$ cat src/rtl/msi_pkg.sv
// Shared sizes and helpers for the interrupt message generator.
// Assumes at most 32 vectors, as the message format allows.
package msi_pkg;
    localparam int NUM_VEC   = 32;
    localparam int VEC_W     = $clog2(NUM_VEC);
    localparam int LG_W      = 3;
    localparam int LG_MAX    = VEC_W;
    localparam int DATA_W    = 16;
    localparam int ADDR_W    = 32;
    localparam int MSG_W     = 32;
    localparam int SEL_W     = 2;

    typedef enum logic [SEL_W-1:0] {
        SEL_ADDR = 2'd0,
        SEL_BASE = 2'd1,
        SEL_CTRL = 2'd2
    } cfg_sel_e;
endpackage

$ cat src/rtl/msi_cfg.sv
// Configuration registers: target address, base data word, enable and
// log2 vector count. Assumes writes come one per cycle; no read path.
module msi_cfg
    import msi_pkg::*;
(
    input  logic              clk,
    input  logic              rst_n,
    input  logic              we,
    input  logic [SEL_W-1:0]  sel,
    input  logic [ADDR_W-1:0] wdata,
    output logic [ADDR_W-1:0] tgt_addr,
    output logic [DATA_W-1:0] base,
    output logic              en,
    output logic [VEC_W-1:0]  vmask
);
    logic [LG_W-1:0] lg_q;
    logic [LG_W-1:0] lg_eff;

    // Load the selected register on a write strobe.
    always_ff @(posedge clk) begin
        if (!rst_n) begin
            tgt_addr <= '0;
            base     <= '0;
            en       <= 1'b0;
            lg_q     <= '0;
        end else if (we) begin
            case (cfg_sel_e'(sel))
                SEL_ADDR: tgt_addr <= wdata;
                SEL_BASE: base     <= wdata[DATA_W-1:0];
                SEL_CTRL: begin
                    en   <= wdata[0];
                    lg_q <= wdata[LG_W:1];
                end
                default: ;
            endcase
        end
    end

    // Clamp the count code and turn it into a low-bit vector mask.
    always_comb begin
        lg_eff = (lg_q > LG_W'(LG_MAX)) ? LG_W'(LG_MAX) : lg_q;
        vmask  = VEC_W'((32'd1 << lg_eff) - 32'd1);
    end
endmodule

$ cat src/rtl/msi_pending.sv
// Pending vector register with aliasing and lowest-first selection.
// A bit is set by a (masked) request and cleared only by an acknowledge;
// a set in the same cycle as its clear wins.
module msi_pending
    import msi_pkg::*;
(
    input  logic               clk,
    input  logic               rst_n,
    input  logic [NUM_VEC-1:0] req,
    input  logic [VEC_W-1:0]   vmask,
    input  logic               ack,
    input  logic [VEC_W-1:0]   ack_vec,
    output logic [NUM_VEC-1:0] pend,
    output logic               any,
    output logic [VEC_W-1:0]   low_vec
);
    logic [NUM_VEC-1:0] set_v;
    logic [NUM_VEC-1:0] clr_v;

    // Fold each request onto its enabled vector.
    always_comb begin
        set_v = '0;
        for (int i = 0; i < NUM_VEC; i++) begin
            if (req[i]) set_v[VEC_W'(i) & vmask] = 1'b1;
        end
        clr_v = ack ? (NUM_VEC'(1) << ack_vec) : '0;
    end

    // Update pending bits: clear on acknowledge, then apply new requests.
    always_ff @(posedge clk) begin
        if (!rst_n) pend <= '0;
        else        pend <= (pend & ~clr_v) | set_v;
    end

    // Pick the lowest-numbered pending vector.
    always_comb begin
        any     = |pend;
        low_vec = '0;
        for (int i = NUM_VEC - 1; i >= 0; i--) begin
            if (pend[i]) low_vec = VEC_W'(i);
        end
    end

    // without an acknowledge no pending bit may drop.
    p_keep_pending_r6: assert property (@(posedge clk) disable iff (!rst_n)
        !ack |=> ((pend & $past(pend)) == $past(pend)));
endmodule

$ cat src/rtl/msi_order.sv
// Counts data writes still waiting in the shared outbound queue ahead of
// any message. Assumes the queue never holds 2**CNT_W-1 or more writes;
// the count saturates there and ignores exits at zero.
module msi_order #(
    parameter int CNT_W = 8
) (
    input  logic clk,
    input  logic rst_n,
    input  logic enq,
    input  logic deq,
    output logic clear
);
    localparam logic [CNT_W-1:0] CNT_MAX = '1;
    logic [CNT_W-1:0] cnt_q;

    // Track outstanding data writes.
    always_ff @(posedge clk) begin
        if (!rst_n) begin
            cnt_q <= '0;
        end else begin
            case ({enq, deq})
                2'b10: if (cnt_q != CNT_MAX) cnt_q <= cnt_q + 1'b1;
                2'b01: if (cnt_q != '0)      cnt_q <= cnt_q - 1'b1;
                default: ;
            endcase
        end
    end

    assign clear = (cnt_q == '0);
endmodule

$ cat src/rtl/msi_msg_gen.sv
// Interrupt message generator top. Launches one message at a time from
// the lowest pending vector when enabled and no earlier data write waits,
// captures address and data at launch and holds them until accepted.
module msi_msg_gen
    import msi_pkg::*;
#(
    parameter int CNT_W = 8
) (
    input  logic               clk,
    input  logic               rst_n,
    input  logic               cfg_we,
    input  logic [SEL_W-1:0]   cfg_sel,
    input  logic [ADDR_W-1:0]  cfg_wdata,
    input  logic [NUM_VEC-1:0] irq_req,
    input  logic               dma_enq,
    input  logic               dma_deq,
    output logic               msg_valid,
    input  logic               msg_ready,
    output logic [ADDR_W-1:0]  msg_addr,
    output logic [MSG_W-1:0]   msg_data
);
    logic [ADDR_W-1:0]  tgt_addr;
    logic [DATA_W-1:0]  base;
    logic               en;
    logic [VEC_W-1:0]   vmask;
    logic [NUM_VEC-1:0] pend;
    logic               any;
    logic [VEC_W-1:0]   low_vec;
    logic               clear;
    logic [VEC_W-1:0]   out_vec;
    logic               ack;
    logic               launch;
    logic [DATA_W-1:0]  data16;

    msi_cfg u_cfg (
        .clk(clk), .rst_n(rst_n), .we(cfg_we), .sel(cfg_sel),
        .wdata(cfg_wdata), .tgt_addr(tgt_addr), .base(base),
        .en(en), .vmask(vmask)
    );

    msi_pending u_pend (
        .clk(clk), .rst_n(rst_n), .req(irq_req), .vmask(vmask),
        .ack(ack), .ack_vec(out_vec), .pend(pend), .any(any),
        .low_vec(low_vec)
    );

    msi_order #(.CNT_W(CNT_W)) u_ord (
        .clk(clk), .rst_n(rst_n), .enq(dma_enq), .deq(dma_deq),
        .clear(clear)
    );

    // Decide launch and build the data word from base and vector.
    always_comb begin
        ack    = msg_valid && msg_ready;
        launch = !msg_valid && en && any && clear;
        data16 = (base & ~{{(DATA_W-VEC_W){1'b0}}, vmask})
               | {{(DATA_W-VEC_W){1'b0}}, low_vec & vmask};
    end

    // Output holding register: capture on launch, release on handshake.
    always_ff @(posedge clk) begin
        if (!rst_n) begin
            msg_valid <= 1'b0;
            out_vec   <= '0;
            msg_addr  <= '0;
            msg_data  <= '0;
        end else if (launch) begin
            msg_valid <= 1'b1;
            out_vec   <= low_vec;
            msg_addr  <= tgt_addr;
            msg_data  <= {{(MSG_W-DATA_W){1'b0}}, data16};
        end else if (ack) begin
            msg_valid <= 1'b0;
        end
    end

    // an offered message stays put until accepted.
    p_hold_msg_r6: assert property (@(posedge clk) disable iff (!rst_n)
        (msg_valid && !msg_ready) |=> (msg_valid && $stable(msg_addr) && $stable(msg_data)));

    // a message only appears when no earlier data write was waiting.
    p_no_overtake_r8: assert property (@(posedge clk) disable iff (!rst_n)
        $rose(msg_valid) |-> $past(clear));

    // no message starts while disabled.
    p_gated_r7: assert property (@(posedge clk) disable iff (!rst_n)
        $rose(msg_valid) |-> $past(en));

    // nothing lower than the launched vector was pending.
    p_lowest_r5: assert property (@(posedge clk) disable iff (!rst_n)
        $rose(msg_valid) |-> (($past(pend) & ((NUM_VEC'(1) << out_vec) - NUM_VEC'(1))) == '0));
endmodule

$ cat config.mk
export PLATFORM = sky130hd
export DESIGN_NAME = msi_msg_gen
export DESIGN_NICKNAME = d
export VERILOG_FILES = /design/src/rtl/msi_pkg.sv /design/src/rtl/msi_cfg.sv /design/src/rtl/msi_pending.sv /design/src/rtl/msi_order.sv /design/src/rtl/msi_msg_gen.sv
export SDC_FILE = /design/constraint.sdc
export NUM_CORES = 1
export LEC_CHECK = 0
export CORE_MARGIN = 1
export CORE_UTILIZATION = 45
export DETAILED_ROUTE_END_ITERATION = 8
export GPL_TIMING_DRIVEN = 0
export PLACE_DENSITY = 0.79
export SYNTH_ARGS = -nofsm -noshare
export SYNTH_HDL_FRONTEND = slang
export SYNTH_SLANG_ARGS = --single-unit
$ cat constraint.sdc
create_clock -name clk -period 5.8 [get_ports clk]
set_input_delay 0.58 -clock clk [delete_from_list [all_inputs] [get_ports clk]]
set_output_delay 0.58 -clock clk [all_outputs]
set_load 0.03 [all_outputs]
==> metrics.md, run 1 <==
| Metric | Value |
|---|---|
| Status | complete, no violations |
| Final HPWL DP | 17.5 mm |
| # rows | 45 |
| I/O Buffers | 119 |
| Critical Path, Cell by Cell | clkbuf_1 -> inv_1 -> ha_1 -> clkbuf_1 -> inv_1 -> ha_1 -> clkbuf_1 -> xor2_1 -> clkbuf_1 -> o21ai_0 -> a21oi_1 |
| DRT Pass-1 Iters | 8 |
| Post-synthesis register bit count | 146 |
| Setup Fix Bufs, Post-CTS | 0 |
| Synth warn | 0 |
| Fmax | 0.219 GHz |
| Final Critical Period | 4.58 ns |
| Worst Path Buf+Inv | 6 |
| Core area | 0.0154 mm2 |
| I/O pin count | 137 |
| Clock transition at path regs | 0.06 ns |
| Crit end category | flip-flop |
| Area of the multi-input gates | 0.00381 mm2 |
| GPL Wtd Cong | 1.02 |
| WP data required | 6.15 ns |
| Die Area | 0.0165 mm2 |
| H-Tree Depth | 4 |
| Drt wl/cell | 17.7 um |
| Combinational power share | 15.5% |
| Clock Sinks | 146 |
| Final setup fails | 0 |
| Psw | 0.000728 W |
| Fin Setup TNS | 0 ns |
| WS Path Type | reg2reg |
| Final period util | 78.9% |
| Worst Skew | 0.0104 ns |
| CP peak stage delay | 0.85 ns |
| Hold endpoint | msg_addr[6] |
| Leak | 3.34 nW |
| Filler instances | 1438 |
| WHS Path Cells | 2 |
| First-pass GRT wire length | 37.0 mm |
| Hold Fails Final Rpt | 0 |
| Vias in the first global route | 7143 |
| Sequential power share | 41.1% |
| Die width | 128 um |
| Measured slew at the worst slew-check pin | 1.01 ns |
| P_int | 0.00188 W |
| Gr usage total | 29.2% |
| Net Sw Frac | 27.9% |
| N_diodes | 0 |
| Clock group share of total power | 43.3% |
| Max Cap Viol | 0 |
| DR iter-0 viols | 695 |
| Inserted Clock Buffers | 17 |
| Min-delay src | u_cfg.tgt_addr[6] |
| Register-to-register setup slack | 1.22 ns |
| R2r endpoint | u_pend.pend[5] |
| Layout area overhead | 29.4% |
| Clock latency on the worst-skew pair | 0.43 ns |
| Seq/Total Area, Yosys | 40.6% |
| Pwr Density | 280 mW/mm2 |
| Register area | 0.00292 mm2 |
| Post-Syn Instances | 954 |
| Crit-path most repeated cell | clkbuf_1 |
| Reg2Reg Launch Point | u_cfg.lg_q[2] |
| Cell Area, Synth | 0.00719 mm2 |
| Post-synth EDFFs | 0 |
| Via count | 7572 |
| Via/cell ratio | 5.69 |
| Yosys cell types | 67 |
| Clock root buffer | clkbuf_16 |
| RSZ-0062 raised after global routing | no |
| Average size of a mapped cell | 7.54 um2 |
| Worst Hold Class | reg2reg |
| Worst vdd ir | 0.220 mV |
| Leading register cell type out of synthesis | dfxtp_1 |
| Die H | 128 um |
| Starting Density | 46.6% |
| Fin. max-slew vios | 0 |
| Largest net degree at the start of global routing | 17 |
| Post-route DRC | 0 |
| Post-cts hold buffer count | 0 |
| Worst path top cell family by delay | buffers and inverters |
| Antenna violations before repair | 0 |
| Clk buf depth | 2 |
| WL final | 23.6 mm |
| Crit-path max FO | 10 |
| Total Nets Final | 1200 |
| Worst hold margin | 0.451 ns |
| Relative slew slack | 32.5% |
| Ys async rst share | 0% |
| CTS tree | built |
| Slowest cell on crit path | xor2_1 |
| Total gr overflow | 0 |
| Startpoint types | flip-flop |
| Share of cells above drive strength 1 | 6.43% |
| Post_cts resized | 0 |
| Arrival @ worst endpoint | 4.93 ns |
| FF-to-FF path depth | 11 |
| ANT nets after route | 0 |
-- cells in the final DEF (no fill, tap or decap), types with 16 or more instances in the layout --
cell and instances:
nand2_1 249, dfxtp_1 146, a21oi_1 142, clkdlybuf4s50_1 119, o21ai_0 63, nor2_1 51
clkbuf_1 42, inv_1 26, ha_1 20, a31oi_1 19, nand3_1 18, clkbuf_16 17
buf_4 16, conb_1 16
-- state kept, by name, summed over array words and instances, names as in the netlist, 3 cells and up --
| name | flops |
|---|---|
| msg_addr | 32 |
| u_cfg.tgt_addr | 32 |
| u_pend.pend | 32 |
| msg_data | 16 |
| u_cfg.base | 16 |
| u_ord.cnt_q | 8 |
| out_vec | 5 |
| u_cfg.lg_q | 3 |
-- cell usage after synthesis (all sizes together), types with 5 or more instances --
master	n	area share [%]
ha	20	3.5
clkbuf	41	2.1
a21oi	145	10
buf	33	3.6
dfxtp	146	41
a22oi	9	0.94
nand3	19	1.4
o21a	9	0.94
o21ai	65	4.7
nor4	10	0.87
nor2	51	2.7
inv	26	1.4
xnor2	5	0.61
nand2b	7	0.61
mux2i	7	0.97
nand4	6	0.52
nor3	8	0.56
nor2b	7	0.61
a31oi	19	1.7
nand2	249	13
-- per-layer routing --
metal  part of all wire, %  vias to the layer above  global-route usage, %
li1                      -                     3575                      -
met1                    40                     3512                   36.7
met2                    46                      397                   46.6
met3                   9.7                       88                   8.23
met4                   3.9                        0                   13.7
met5                     0                        -                      0
-- worst reg2reg max path, cell delays in order, from the launching register on --
cell and delay (ns):
dfxtp_1 0.42, clkbuf_1 0.44, inv_1 0.29, ha_1 0.37, clkbuf_1 0.27, inv_1 0.29
ha_1 0.20, clkbuf_1 0.39, xor2_1 0.85, clkbuf_1 0.48, o21ai_0 0.30, a21oi_1 0.19
-- metrics by stage --
stage	power, W	instances	worst slack [ns]	util, %	area, um2
finish	0.00261	1331	1.22	60.4	9310
global route	0.00270	1331	1.15	60.4	9310
detailed placement	0.00148	1299	1.59	56.4	8710
floorplan	0.00133	969	2.99	-	7250
global placement	0.00148	1299	1.52	56.4	8710
CTS	0.00260	1331	1.57	60.4	9310
-- cell families after synthesis --
logic type,after synthesis,synth area share (%)
AND/OR/NAND/NOR,381,23.0
AO/OA/AOI/OAI,291,23.7
flip-flops,146,40.6
buffers and inverters,101,7.18
adder cells (fa/ha/maj),21,3.76
multiplexers,7,0.974
XOR/XNOR,6,0.730
other,1,0.0521
-- final cells by class --
| type | instances | area share [%] |
|---|---|---|
| well taps | 211 | 2.83 |
| clock buffers | 18 | 4.61 |
| repair buffers | 119 | 12.8 |
| plain buffers | 74 | 4.46 |
| flip-flops and latches | 146 | 31.4 |
| clock inverters | 14 | 1.91 |
| inverters | 27 | 1.09 |
| multi-input cells | 722 | 40.9 |
-- worst max-delay path by stage --
stage / startpoint / to / cells after the start / slack (ns)
3_5_place_dp: u_cfg.lg_q[2] / u_pend.pend[5] / 11 / 1.59
6_report: u_cfg.lg_q[2] / u_pend.pend[5] / 11 / 1.22
5_1_grt: u_cfg.lg_q[2] / u_pend.pend[5] / 11 / 1.15
4_1_cts: u_cfg.lg_q[2] / u_pend.pend[5] / 11 / 1.57
3_3_place_gp: u_cfg.lg_q[2] / u_pend.pend[5] / 11 / 1.52
2_1_floorplan: u_cfg.lg_q[2] / u_pend.pend[14] / 11 / 2.99
-- power by group through the flow --
stage	logic (W)	clock network [W]	registers, W
global route	0.000440	0.00118	0.00108
global placement	0.000388	0	0.00109
CTS	0.000395	0.00114	0.00107
detailed placement	0.000392	0	0.00109
finish	0.000405	0.00113	0.00107
floorplan	0.000247	0	0.00108
Note: power is estimated with default switching activity, not from simulation.
==> inputs of run 2 (changes only) <==
- PLACE_DENSITY: 0.79 -> 0.81
- clock period: 5.8 -> 3.9 ns (I/O delays scaled with it)
==> run 2 against run 1 <==
Hold slack worse by 0.0010 ns. Power rose by 45%. Non-clock buffer count is 1 lower. Design area down 0.16%. Highest routed layer unchanged. Worst setup slack worse by 1.1 ns.
==> metrics.md, run 2 (synthesis gave the netlist of run 1 again) <==
| Metric | Value |
|---|---|
| Finished Layout Cells | 1329 |
| Drt wl/cell | 17.4 um |
| Post_cts resized | 1 |
| H-Tree Depth | 4 |
| Final HPWL DP | 17.2 mm |
| Relative slew slack | 48.6% |
| Via count | 7554 |
| WP data required | 4.26 ns |
| ANT nets after route | 0 |
| Antenna violations before repair | 0 |
| Min-delay src | u_cfg.tgt_addr[21] |
| Clock latency on the worst-skew pair | 0.43 ns |
| WHS Path Cells | 2 |
| Die Area | 0.0165 mm2 |
| Setup Fix Bufs, Post-CTS | 0 |
| R2r endpoint | u_pend.pend[31] |
| Startpoint types | flip-flop |
| Clock transition at path regs | 0.06 ns |
| WL final | 23.1 mm |
| Via/cell ratio | 5.68 |
| Status | complete, no violations |
| Crit end category | flip-flop |
| Starting Density | 46.6% |
| Post-cts hold buffer count | 0 |
| Largest net degree at the start of global routing | 17 |
| Die H | 128 um |
| Clock root buffer | clkbuf_16 |
| Total Nets Final | 1199 |
| Commonest non-fill, non-tap cell in the layout | nand2_1 |
| Final Critical Period | 3.78 ns |
| Biggest regs | msg_addr (32), u_cfg.tgt_addr (32), u_pend.pend (32) |
| Post-route DRC | 0 |
| Worst Skew | 0.0104 ns |
| Filler instances | 1386 |
| Measured slew at the worst slew-check pin | 0.769 ns |
| Total gr overflow | 0 |
| Hold Fails Final Rpt | 0 |
| N_diodes | 0 |
| I/O Buffers | 119 |
| # rows | 45 |
| Worst Hold Class | reg2reg |
| RSZ-0062 raised after global routing | no |
| Vias in the first global route | 7013 |
| DR iter-0 viols | 801 |
| Fmax | 0.264 GHz |
| Arrival @ worst endpoint | 4.14 ns |
| Most frequent cells in the layout | nand2_1 (249), dfxtp_1 (146), a21oi_1 (142), clkdlybuf4s50_1 (119), o21ai_0 (63) |
| First-pass GRT wire length | 36.2 mm |
| Final period util | 97.0% |
| Leak | 3.32 nW |
| Die width | 128 um |
| DRT Pass-1 Iters | 6 |
| Reg2Reg Launch Point | u_cfg.lg_q[2] |
| CTS tree | built |
| Setup WS pre-CTS | -0.191 ns |
| Gr usage total | 28.5% |
| Pwr Density | 406 mW/mm2 |
| Crit-path max FO | 10 |
| Fin Setup TNS | 0 ns |
| Share of cells above drive strength 1 | 6.71% |
| Max Cap Viol | 0 |
| GPL Wtd Cong | 1.00 |
| Worst vdd ir | 0.389 mV |
| Layout area overhead | 29.2% |
| Register-to-register setup slack | 0.12 ns |
| Fin. max-slew vios | 0 |
| FF-to-FF path depth | 10 |
| Final setup fails | 0 |
| WS Path Type | reg2reg |
| Core area | 0.0154 mm2 |
| Worst setup slack after layout | 0.118 ns |
| Clk buf depth | 2 |
| Hold endpoint | msg_addr[21] |
| Inserted Clock Buffers | 17 |
| Dpl cells | 1299 |
| Clock Sinks | 146 |
| I/O pin count | 137 |
## run 2: changes by cell type in the layout (fill, tap and decap cells not counted), sizes merged
cell      previous run  this run
clkinvlp             1         5
inv                 31        27
clkinv               6         4
buf                 33        34
clkbuf              59        60
bufinv               3         1
## run 2: worst max path at each step
stage                        from               to  slack [ns]  depth (start not counted)
floorplan           u_cfg.lg_q[2]  u_pend.pend[14]        1.09                         11
global placement    u_cfg.lg_q[2]  u_pend.pend[31]       -0.25                         11
detailed placement  u_cfg.lg_q[2]  u_pend.pend[31]       -0.19                         11
CTS                 u_cfg.lg_q[2]  u_pend.pend[31]        0.02                         11
global route        u_cfg.lg_q[2]  u_pend.pend[31]        0.03                         10
finish              u_cfg.lg_q[2]  u_pend.pend[31]        0.12                         10
## run 2: metal layers
metal | wire length [um] | track usage [%]
met5 | 0 | 0
met4 | 750 | 13.6
met3 | 2350 | 6.74
met2 | 10700 | 44.7
met1 | 9330 | 36.8
## run 2: power by group
group | switching [W] | internal (W)
Sequential | 0.0000480 | 0.00154
Clock | 0.000652 | 0.000928
Combinational | 0.000365 | 0.000241
## run 2: stage by stage
stage | utilization (%) | hold WS (ns) | area, um2 | power [W]
4_1_cts | 60.2 | 0.451 | 9290 | 0.00376
3_5_place_dp | 56.4 | 0.444 | 8710 | 0.00220
3_3_place_gp | 56.4 | 0.438 | 8710 | 0.00220
5_1_grt | 60.3 | 0.464 | 9300 | 0.00390
6_report | 60.3 | 0.450 | 9300 | 0.00378
2_1_floorplan | - | 0.430 | 7250 | 0.00198
## run 2: cell type report
| cell class | instances | area [um2] | area share (%) |
|---|---|---|---|
| timing repair buffer | 119 | 1190 | 12.8 |
| tap | 211 | 264 | 2.84 |
| clock inverter | 10 | 103 | 1.10 |
| multi-input combinational | 722 | 3830 | 41.2 |
| buffer | 73 | 415 | 4.47 |
| inverter | 27 | 101 | 1.09 |
| sequential | 146 | 2920 | 31.4 |
| clock buffer | 21 | 470 | 5.06 |
## run 2: critical path, cell delays in order (launching register included)
cell and delay (ns):
dfxtp_1 0.40, buf_1 0.41, inv_1 0.25, ha_1 0.35, clkbuf_2 0.23, inv_1 0.28
ha_1 0.52, xor2_4 0.41, clkbuf_1 0.45, nand4_1 0.22, a21oi_1 0.17
==> inputs of run 3 (changes only) <==
- ABC_CLOCK_PERIOD_IN_PS: default -> 3900
- CORE_MARGIN: 1 -> default
==> results of run 3 <==
No change in the layout: final DEF, timing and power equal those of run 2.
